### src/rtl/npc_pkg.sv
// Shared types and constants for the next program counter unit.
// Assumes the branch-kind code is produced by the instruction decoder.
package npc_pkg;
    typedef enum logic [1:0] {
        BR_NONE = 2'b00,
        BR_EQ   = 2'b01,
        BR_NE   = 2'b10,
        BR_RSV  = 2'b11
    } br_kind_t;

    localparam int unsigned INSN_BYTES = 4;
endpackage

### src/rtl/npc_target_gen.sv
// Forms the sequential, PC-relative and pseudo-direct candidate addresses
// from the current PC and the instruction fields.
// Assumes PC_W = TGT_W + 2 + number of kept upper bits.
module npc_target_gen #(
    parameter int unsigned PC_W  = 32,
    parameter int unsigned OFS_W = 16,
    parameter int unsigned TGT_W = 26
) (
    input  logic [PC_W-1:0]  pc_cur,
    input  logic [OFS_W-1:0] ofs,
    input  logic [TGT_W-1:0] tgt,
    output logic [PC_W-1:0]  seq_addr,
    output logic [PC_W-1:0]  br_addr,
    output logic [PC_W-1:0]  jmp_addr
);
    localparam int unsigned HI_W  = PC_W - TGT_W - 2;
    localparam int unsigned EXT_W = PC_W - OFS_W - 2;

    logic [PC_W-1:0] ofs_bytes;

    // Sequential address and sign-extended byte offset.
    always_comb begin
        seq_addr  = pc_cur + PC_W'(npc_pkg::INSN_BYTES);
        ofs_bytes = {{EXT_W{ofs[OFS_W-1]}}, ofs, 2'b00};
        br_addr   = seq_addr + ofs_bytes;
    end

    // Pseudo-direct target keeps the upper bits of the sequential address.
    generate
        if (HI_W > 0) begin : g_keep_hi
            assign jmp_addr = {seq_addr[PC_W-1 -: HI_W], tgt, 2'b00};
        end else begin : g_no_hi
            assign jmp_addr = {tgt, 2'b00};
        end
    endgenerate
endmodule

### src/rtl/npc_select.sv
// Chooses the next PC: jump-register first, then pseudo-direct jump,
// then a taken branch, else sequential. Also flags unaligned
// jump-register values. Purely combinational.
module npc_select #(
    parameter int unsigned PC_W = 32
) (
    input  npc_pkg::br_kind_t br_kind,
    input  logic              ops_equal,
    input  logic              jmp_any,
    input  logic              jreg,
    input  logic [PC_W-1:0]   jreg_val,
    input  logic [PC_W-1:0]   seq_addr,
    input  logic [PC_W-1:0]   br_addr,
    input  logic [PC_W-1:0]   jmp_addr,
    output logic [PC_W-1:0]   next_pc,
    output logic              bad_align
);
    logic br_taken;

    // Branch condition evaluation.
    always_comb begin
        unique case (br_kind)
            npc_pkg::BR_EQ: br_taken = ops_equal;
            npc_pkg::BR_NE: br_taken = !ops_equal;
            default:        br_taken = 1'b0;
        endcase
    end

    // Priority selection of the next address.
    always_comb begin
        if (jreg)          next_pc = jreg_val;
        else if (jmp_any)  next_pc = jmp_addr;
        else if (br_taken) next_pc = br_addr;
        else               next_pc = seq_addr;
    end

    // Alignment check on the register target.
    assign bad_align = jreg && (jreg_val[1:0] != 2'b00);
endmodule

### src/rtl/npc_reg.sv
// PC state register with synchronous active-low reset and hold.
// Reset wins over hold.
module npc_reg #(
    parameter int unsigned PC_W     = 32,
    parameter logic [PC_W-1:0] RESET_PC = 32'h0040_0000
) (
    input  logic            clk,
    input  logic            rst_n,
    input  logic            hold,
    input  logic [PC_W-1:0] next_pc,
    output logic [PC_W-1:0] pc_q
);
    // Load boot address, hold, or take the next address.
    always_ff @(posedge clk) begin
        if (!rst_n)     pc_q <= RESET_PC;
        else if (!hold) pc_q <= next_pc;
    end
endmodule

### src/rtl/npc_unit.sv
// Next program counter unit: registered PC with sequential, PC-relative,
// pseudo-direct and register-indirect next-address selection.
// Assumes decode presents fields and controls for the instruction at pc.
module npc_unit #(
    parameter int unsigned PC_W  = 32,
    parameter int unsigned OFS_W = 16,
    parameter int unsigned TGT_W = 26,
    parameter logic [PC_W-1:0] RESET_PC = 32'h0040_0000
) (
    input  logic             clk,
    input  logic             rst_n,
    input  logic             stall,
    input  logic [1:0]       br_kind,
    input  logic             ops_equal,
    input  logic [OFS_W-1:0] ofs16,
    input  logic [TGT_W-1:0] tgt26,
    input  logic             jmp,
    input  logic             jal,
    input  logic             jreg,
    input  logic [PC_W-1:0]  jreg_val,
    output logic [PC_W-1:0]  pc,
    output logic [PC_W-1:0]  link_addr,
    output logic             link_we,
    output logic             misalign
);
    logic [PC_W-1:0] seq_addr, br_addr, jmp_addr, next_pc;

    npc_target_gen #(.PC_W(PC_W), .OFS_W(OFS_W), .TGT_W(TGT_W)) u_tgt (
        .pc_cur   (pc),
        .ofs      (ofs16),
        .tgt      (tgt26),
        .seq_addr (seq_addr),
        .br_addr  (br_addr),
        .jmp_addr (jmp_addr)
    );

    npc_select #(.PC_W(PC_W)) u_sel (
        .br_kind   (npc_pkg::br_kind_t'(br_kind)),
        .ops_equal (ops_equal),
        .jmp_any   (jmp | jal),
        .jreg      (jreg),
        .jreg_val  (jreg_val),
        .seq_addr  (seq_addr),
        .br_addr   (br_addr),
        .jmp_addr  (jmp_addr),
        .next_pc   (next_pc),
        .bad_align (misalign)
    );

    npc_reg #(.PC_W(PC_W), .RESET_PC(RESET_PC)) u_reg (
        .clk     (clk),
        .rst_n   (rst_n),
        .hold    (stall),
        .next_pc (next_pc),
        .pc_q    (pc)
    );

    // Link outputs for jump-and-link.
    assign link_addr = seq_addr;
    assign link_we   = jal && !stall;
endmodule

### config.mk
export PLATFORM = sky130hd
export DESIGN_NAME = npc_unit
export DESIGN_NICKNAME = d
export VERILOG_FILES = /design/src/rtl/npc_pkg.sv /design/src/rtl/npc_target_gen.sv /design/src/rtl/npc_select.sv /design/src/rtl/npc_reg.sv /design/src/rtl/npc_unit.sv
export SDC_FILE = /design/constraint.sdc
export NUM_CORES = 1
export LEC_CHECK = 0
export BUFFER_PORTS_ARGS = -buffer_cell sky130_fd_sc_hd__buf_2
export CAP_MARGIN = 20
export CORE_MARGIN = 2
export CORE_UTILIZATION = 46
export DETAILED_ROUTE_END_ITERATION = 8
export PLACE_DENSITY = 0.83
export SLEW_MARGIN = 20
export SYNTH_ARGS = -nofsm -noshare
export SYNTH_HDL_FRONTEND = slang
export SYNTH_SLANG_ARGS = --single-unit
### constraint.sdc
create_clock -name clk -period 3.49 [get_ports clk]
set_input_delay 0.349 -clock clk [delete_from_list [all_inputs] [get_ports clk]]
set_output_delay 0.349 -clock clk [all_outputs]
set_load 0.1 [all_outputs]
# == Word level (Yosys, flattened, before mapping) ==
# Cells that the tools add are included.
# word_totals
out_inout_bits,66
regBits,32
wordCells,15
# op_classes
addsub,2
bitwise_logic,1
reduce_logical,5
muxes,4
eq_ne,2
# ops
operator,n
$mux 32,3
$add 32x3->32 const B,1
$add 32x32->32,1
$eq 2x1->1 const B,1
$eq 2x2->1 const B,1
$logic_and 1x1->1,2
$logic_not 1->1,2
$pmux 1 s2,1
$reduce_bool 2->1,1
$or 1x1->1,1

# == Longest topological paths before layout ==
# logic_depth
depth_word,5
mapped_depth,18
mapped_depth_nobuf,16

# == Modules after synthesis ==
# Synthesis repeated with hierarchy kept, for this count alone.
# hier_totals
cells_unflattened,658
area_unflattened_um2,4968.5
# modules_own_cells
mod,cells_per_inst,area_each_um2,instances
npc_target_gen,391,2668.8,1
npc_reg,103,1241.2,1
npc_select,162,1046.0,1
npc_unit,2,12.5,1

# == Worst setup path before layout ==
# No wires, ideal clock.
# synth_timing
path_type,register to register
start,reg u_reg.pc_q[2]
end,reg u_reg.pc_q[29]
period_less_slack_ns,6.227
path_slack_ns,-2.737
arrival_time_ns,6.146
setup_time_ns,0.081
n_path_buf,0
stages_incl_launch_ff,16
path_cell_list,dfxtp_1 > ha_1 > nand4_1 > nor3_1 > nand3_1 > xnor2_1 > ha_1 > nand2_1 > inv_1 > a2111o_1 > o31a_1 > a211oi_1 > a21oi_1 > xnor2_1 > or3_1 > a41oi_1
# synth_between
elab_chain_cells,5
# synth_lines
element,line,source
start: declaration,npc_reg.sv:11,output logic [PC_W-1:0] pc_q
start signal: assignment,npc_reg.sv:16,else if (!hold) pc_q <= next_pc;
$add 32x3->32,npc_target_gen.sv:23,seq_addr = pc_cur + PC_W'(npc_pkg::INSN_BYTES);
net link_addr[14],npc_unit.sv:22,"output logic [PC_W-1:0] link_addr,"
$add 32x32->32,npc_target_gen.sv:25,br_addr = seq_addr + ofs_bytes;
$mux 32,npc_select.sv:33,else if (br_taken) next_pc = br_addr;
$mux 32,npc_select.sv:32,else if (jmp_any) next_pc = jmp_addr;
$mux 32,npc_select.sv:31,if (jreg) next_pc = jreg_val;
# The timed path passes the listed nets, and every way through them passes these cells.
# A chain may end at the register's enable or synchronous reset.

# == Worst setup path after layout ==
# layout_timing
start,reg u_reg.pc_q[9]
end,reg u_reg.pc_q[25]
# layout_between
elab_chain_cells,5
# layout_lines
element,line
$add 32x3->32 (*),npc_target_gen.sv:23
$add 32x32->32,npc_target_gen.sv:25
$mux 32 (*),npc_select.sv:33
$mux 32 (*),npc_select.sv:32
$mux 32 (*),npc_select.sv:31
# Mark *: on every way between the ends. The rest lies on a longest branch, timed or not.

==> results.py <==
metrics = {
    "logic_synthesis": {
        "syn-num-nets": 692,
        "synth_common_cells": "a21oi_1 (61), nand2_1 (55), nor2_1 (55)",
        "netlist_top_cells_area": "dfxtp_1 (16%), ha_1 (11%), a21oi_1 (7.5%), xnor2_1 (6.4%), nand2_1 (5.0%)",
        "syn_inst": 572,
        "avgSynthCellArea_um2": 7.16,
        "yosysTopAreaCell": "dfxtp_1",
        "netlist.area_leader.share": 0.157,
        "synth-edff-count": 0,
        "yosys_warnings": 0,
        "synth_cell_types": 66,
        "synth_most_common_cell": "a21oi_1",
        "ys_ff_latch": 32,
        "synth_ff_type": "dfxtp_1",
        "async_flop_share": 0,
        "ys_seq_area_frac": 0.157,
        "synthesis.area_um2": 4090,
    },
    "floorplan": {
        "die_h_um": 98.3,
        "start_util": 0.472,
        "design.die.area_um2": 9670,
        "fp.coreArea_um2": 8680,
        "die_w_um": 98.3,
        "num_rows": 34,
        "io_pins": 149,
    },
    "sta": {
        "maxSlewViolCount": 0,
        "rsz0062_at_grt": "yes",
        "whs_ns": 0.318,
        "setup_viol": 7,
        "hold_viol": 0,
        "finalSetupTns_ns": -0.439,
        "fmax_mhz": 275,
        "tightest_slew_ns": 0.679,
        "slew-limit-headroom": 0.548,
        "min_period_ns": 3.64,
        "setup_ws_ns": -0.151,
        "final.setup_skew_ns": 0.00938,
        "period_share": 1.04,
    },
    "place": {
        "place_congestion": 1.00,
        "dp.cells": 887,
        "dp_hpwl_mm": 13.1,
        "postPlaceCellArea_um2": 6180,
        "numPortBuffers": 148,
    },
    "drt": {
        "route.final.wire_length_mm": 18.4,
        "first_pass_iters": 6,
        "post_drt_wl_per_cell_um": 20.2,
        "drc": 0,
        "vias": 5756,
        "drt_iter0_markers": 563,
        "drt.antenna.violating_nets": 0,
        "routed_via_density": 6.31,
    },
    "cells_and_area": {
        "largestRegisters": "u_reg.pc_q x32",
        "layout-drive-gt1-share": 0.495,
        "fin_cells": 912,
        "fin_nets": 923,
        "postLayoutCellArea_um2": 6770,
        "diodes": 0,
        "regMostFlops": "u_reg.pc_q",
        "largest_reg_flops": 32,
        "area_growth_pct": 65.4,
        "fillers": 575,
    },
    "global_routing": {
        "antenna_found_initial": 0,
        "grt_overflow": 0,
        "first_global_vias": 5433,
        "grt_start_max_net_pins": 36,
        "grt_usage": 0.350,
        "grt_pass1_wl_mm": 27.3,
    },
    "worst_setup_path": {
        "worstPathCellList": "nand4_1 > buf_4 > nor3_4 > buf_6 > nand3_4 > xnor2_4 > ha_4 > nand2_4 > inv_2 > a2111o_1 > o31a_1 > a211oi_2 > buf_4 > and4bb_2 > o21ai_2 > a31oi_1 > o221a_2",
        "cpLargestDelayFamily": "compound AO/OA/AOI/OAI gates",
        "path_class": "reg -> reg",
        "worst_path_max_delay_cell": "a2111o_1",
        "crit_fanout": 4,
        "cp.required_ns": 3.73,
        "crit_buf_inv": 4,
        "cp_data_arrival_time_ns": 3.88,
        "critical_path.most_common_cell": "buf_4",
        "start_kind": "flip-flop",
        "crit_path_max_incr_delay_ns": 0.43,
        "cp-end-kind": "flip-flop",
    },
    "run_status": {
        "status": "finished, violations left",
        "violations": "negative setup slack",
    },
    "pwr": {
        "power_density_nw_per_um2": 315,
        "power.total_uw": 2130,
        "ir_drop_v": 0.000202,
        "p_leak_uw": 0.00318,
    },
    "cts": {
        "cts_buffers": 5,
        "h-tree-depth": 2,
        "ctsHoldBuffers": 0,
        "cts_sinks": 32,
        "cts_root_buffer": "clkbuf_8",
        "clock_latency_ns": 0.30,
        "clockBufferDepth": 2,
        "cts_tree": "done",
        "clkTransAtPathRegs_ns": 0.08,
    },
    "worst_hold_path": {
        "hold_path.class": "in -> reg",
    },
    "job": {
        "maxCapViolCount": 0,
    },
}
## routing by layer
metal | part of all wire | GRT usage | vias to the layer above
li1 | - | - | 2598
met1 | 0.39 | 0.469 | 2661
met2 | 0.45 | 0.552 | 419
met3 | 0.11 | 0.0458 | 78
met4 | 0.046 | 0.176 | 0
met5 | 0 | 0 | -
## cell families (layout without fill, tap and decap cells)
group	after synthesis	after routing	share of synthesized area
xor+xnor	48	48	0.103
buf+inv	45	277	0.0437
fa+ha+maj	37	37	0.115
flops	32	32	0.157
simple gates	200	200	0.234
compound gates	206	206	0.339
mux	4	4	0.00978
## final cells by class
| type | instances | area, um2 | share of cell area |
|---|---|---|---|
| timing repair buffer | 256 | 1560 | 0.231 |
| sequential | 32 | 712 | 0.105 |
| clock buffer | 6 | 82.6 | 0.0122 |
| multi-input combinational | 495 | 4220 | 0.623 |
| tap | 108 | 135 | 0.0200 |
| inverter | 13 | 48.8 | 0.00721 |
| clock inverter | 2 | 10.0 | 0.00148 |
## report_power, final
group / internal, uW / switching, uW / leakage, uW / total (uW)
logic: 464 / 923 / 0.00285 / 1390
clock network: 158 / 161 / 0.0000510 / 319
registers: 390 / 37.6 / 0.000277 / 428
## cell usage in the layout (no fill, tap or decap), types with 6 or more instances in the layout
cell type | synthesis | layout
a31oi_1 | 8 | 6
a21oi_1 | 61 | 52
o21ai_0 | 36 | 30
nand4_1 | 10 | 10
o21bai_1 | 10 | 9
and3_1 | 11 | 9
dfxtp_2 | 0 | 6
nand3_4 | 0 | 6
ha_4 | 0 | 13
xnor2_4 | 0 | 16
inv_1 | 11 | 10
nand3_1 | 24 | 13
clkbuf_8 | 0 | 6
nand2b_1 | 8 | 8
xnor2_1 | 30 | 9
a21oi_2 | 1 | 10
ha_1 | 36 | 23
a21o_1 | 15 | 15
xor2_1 | 18 | 10
a211oi_1 | 18 | 14
buf_4 | 2 | 105
nand2_1 | 55 | 51
dfxtp_4 | 0 | 17
buf_2 | 2 | 148
nor3_1 | 11 | 9
dfxtp_1 | 32 | 9
nor2_1 | 55 | 50
## through the flow
stage | utilization | setup WS (ns)
3_5_place_dp | 0.712 | -0.121
6_report | 0.780 | -0.151
4_1_cts | 0.740 | -0.0827
3_3_place_gp | 0.712 | -0.0615
2_1_floorplan | - | -0.723
5_1_grt | 0.780 | -0.272
## worst paths after layout
check        cells after the start  slack (ns)        endpoint     startpoint
max                             17       -0.15  u_reg.pc_q[25]  u_reg.pc_q[9]
min                              3        0.32   u_reg.pc_q[0]    jreg_val[0]
max reg2reg                     17       -0.15  u_reg.pc_q[25]  u_reg.pc_q[9]
min reg2reg                      2        0.50   u_reg.pc_q[1]  u_reg.pc_q[1]
## what timing repair did
action                                  CTS  global route
endpoints found under the setup margin    9            15
setup buffers                             8            12
gates resized for setup                  22            53
pin swaps                                15            48
## worst reg2reg max path: stages (launching register included)
cell and delay (ns):
dfxtp_4 0.35, nand4_1 0.17, buf_4 0.20, nor3_4 0.17, buf_6 0.17, nand3_4 0.11, xnor2_4 0.18, ha_4 0.24
nand2_4 0.07, inv_2 0.05, a2111o_1 0.43, o31a_1 0.31, a211oi_2 0.26, buf_4 0.17, and4bb_2 0.24, o21ai_2 0.05
a31oi_1 0.21, o221a_2 0.20
(Power assumes the default switching activity.)
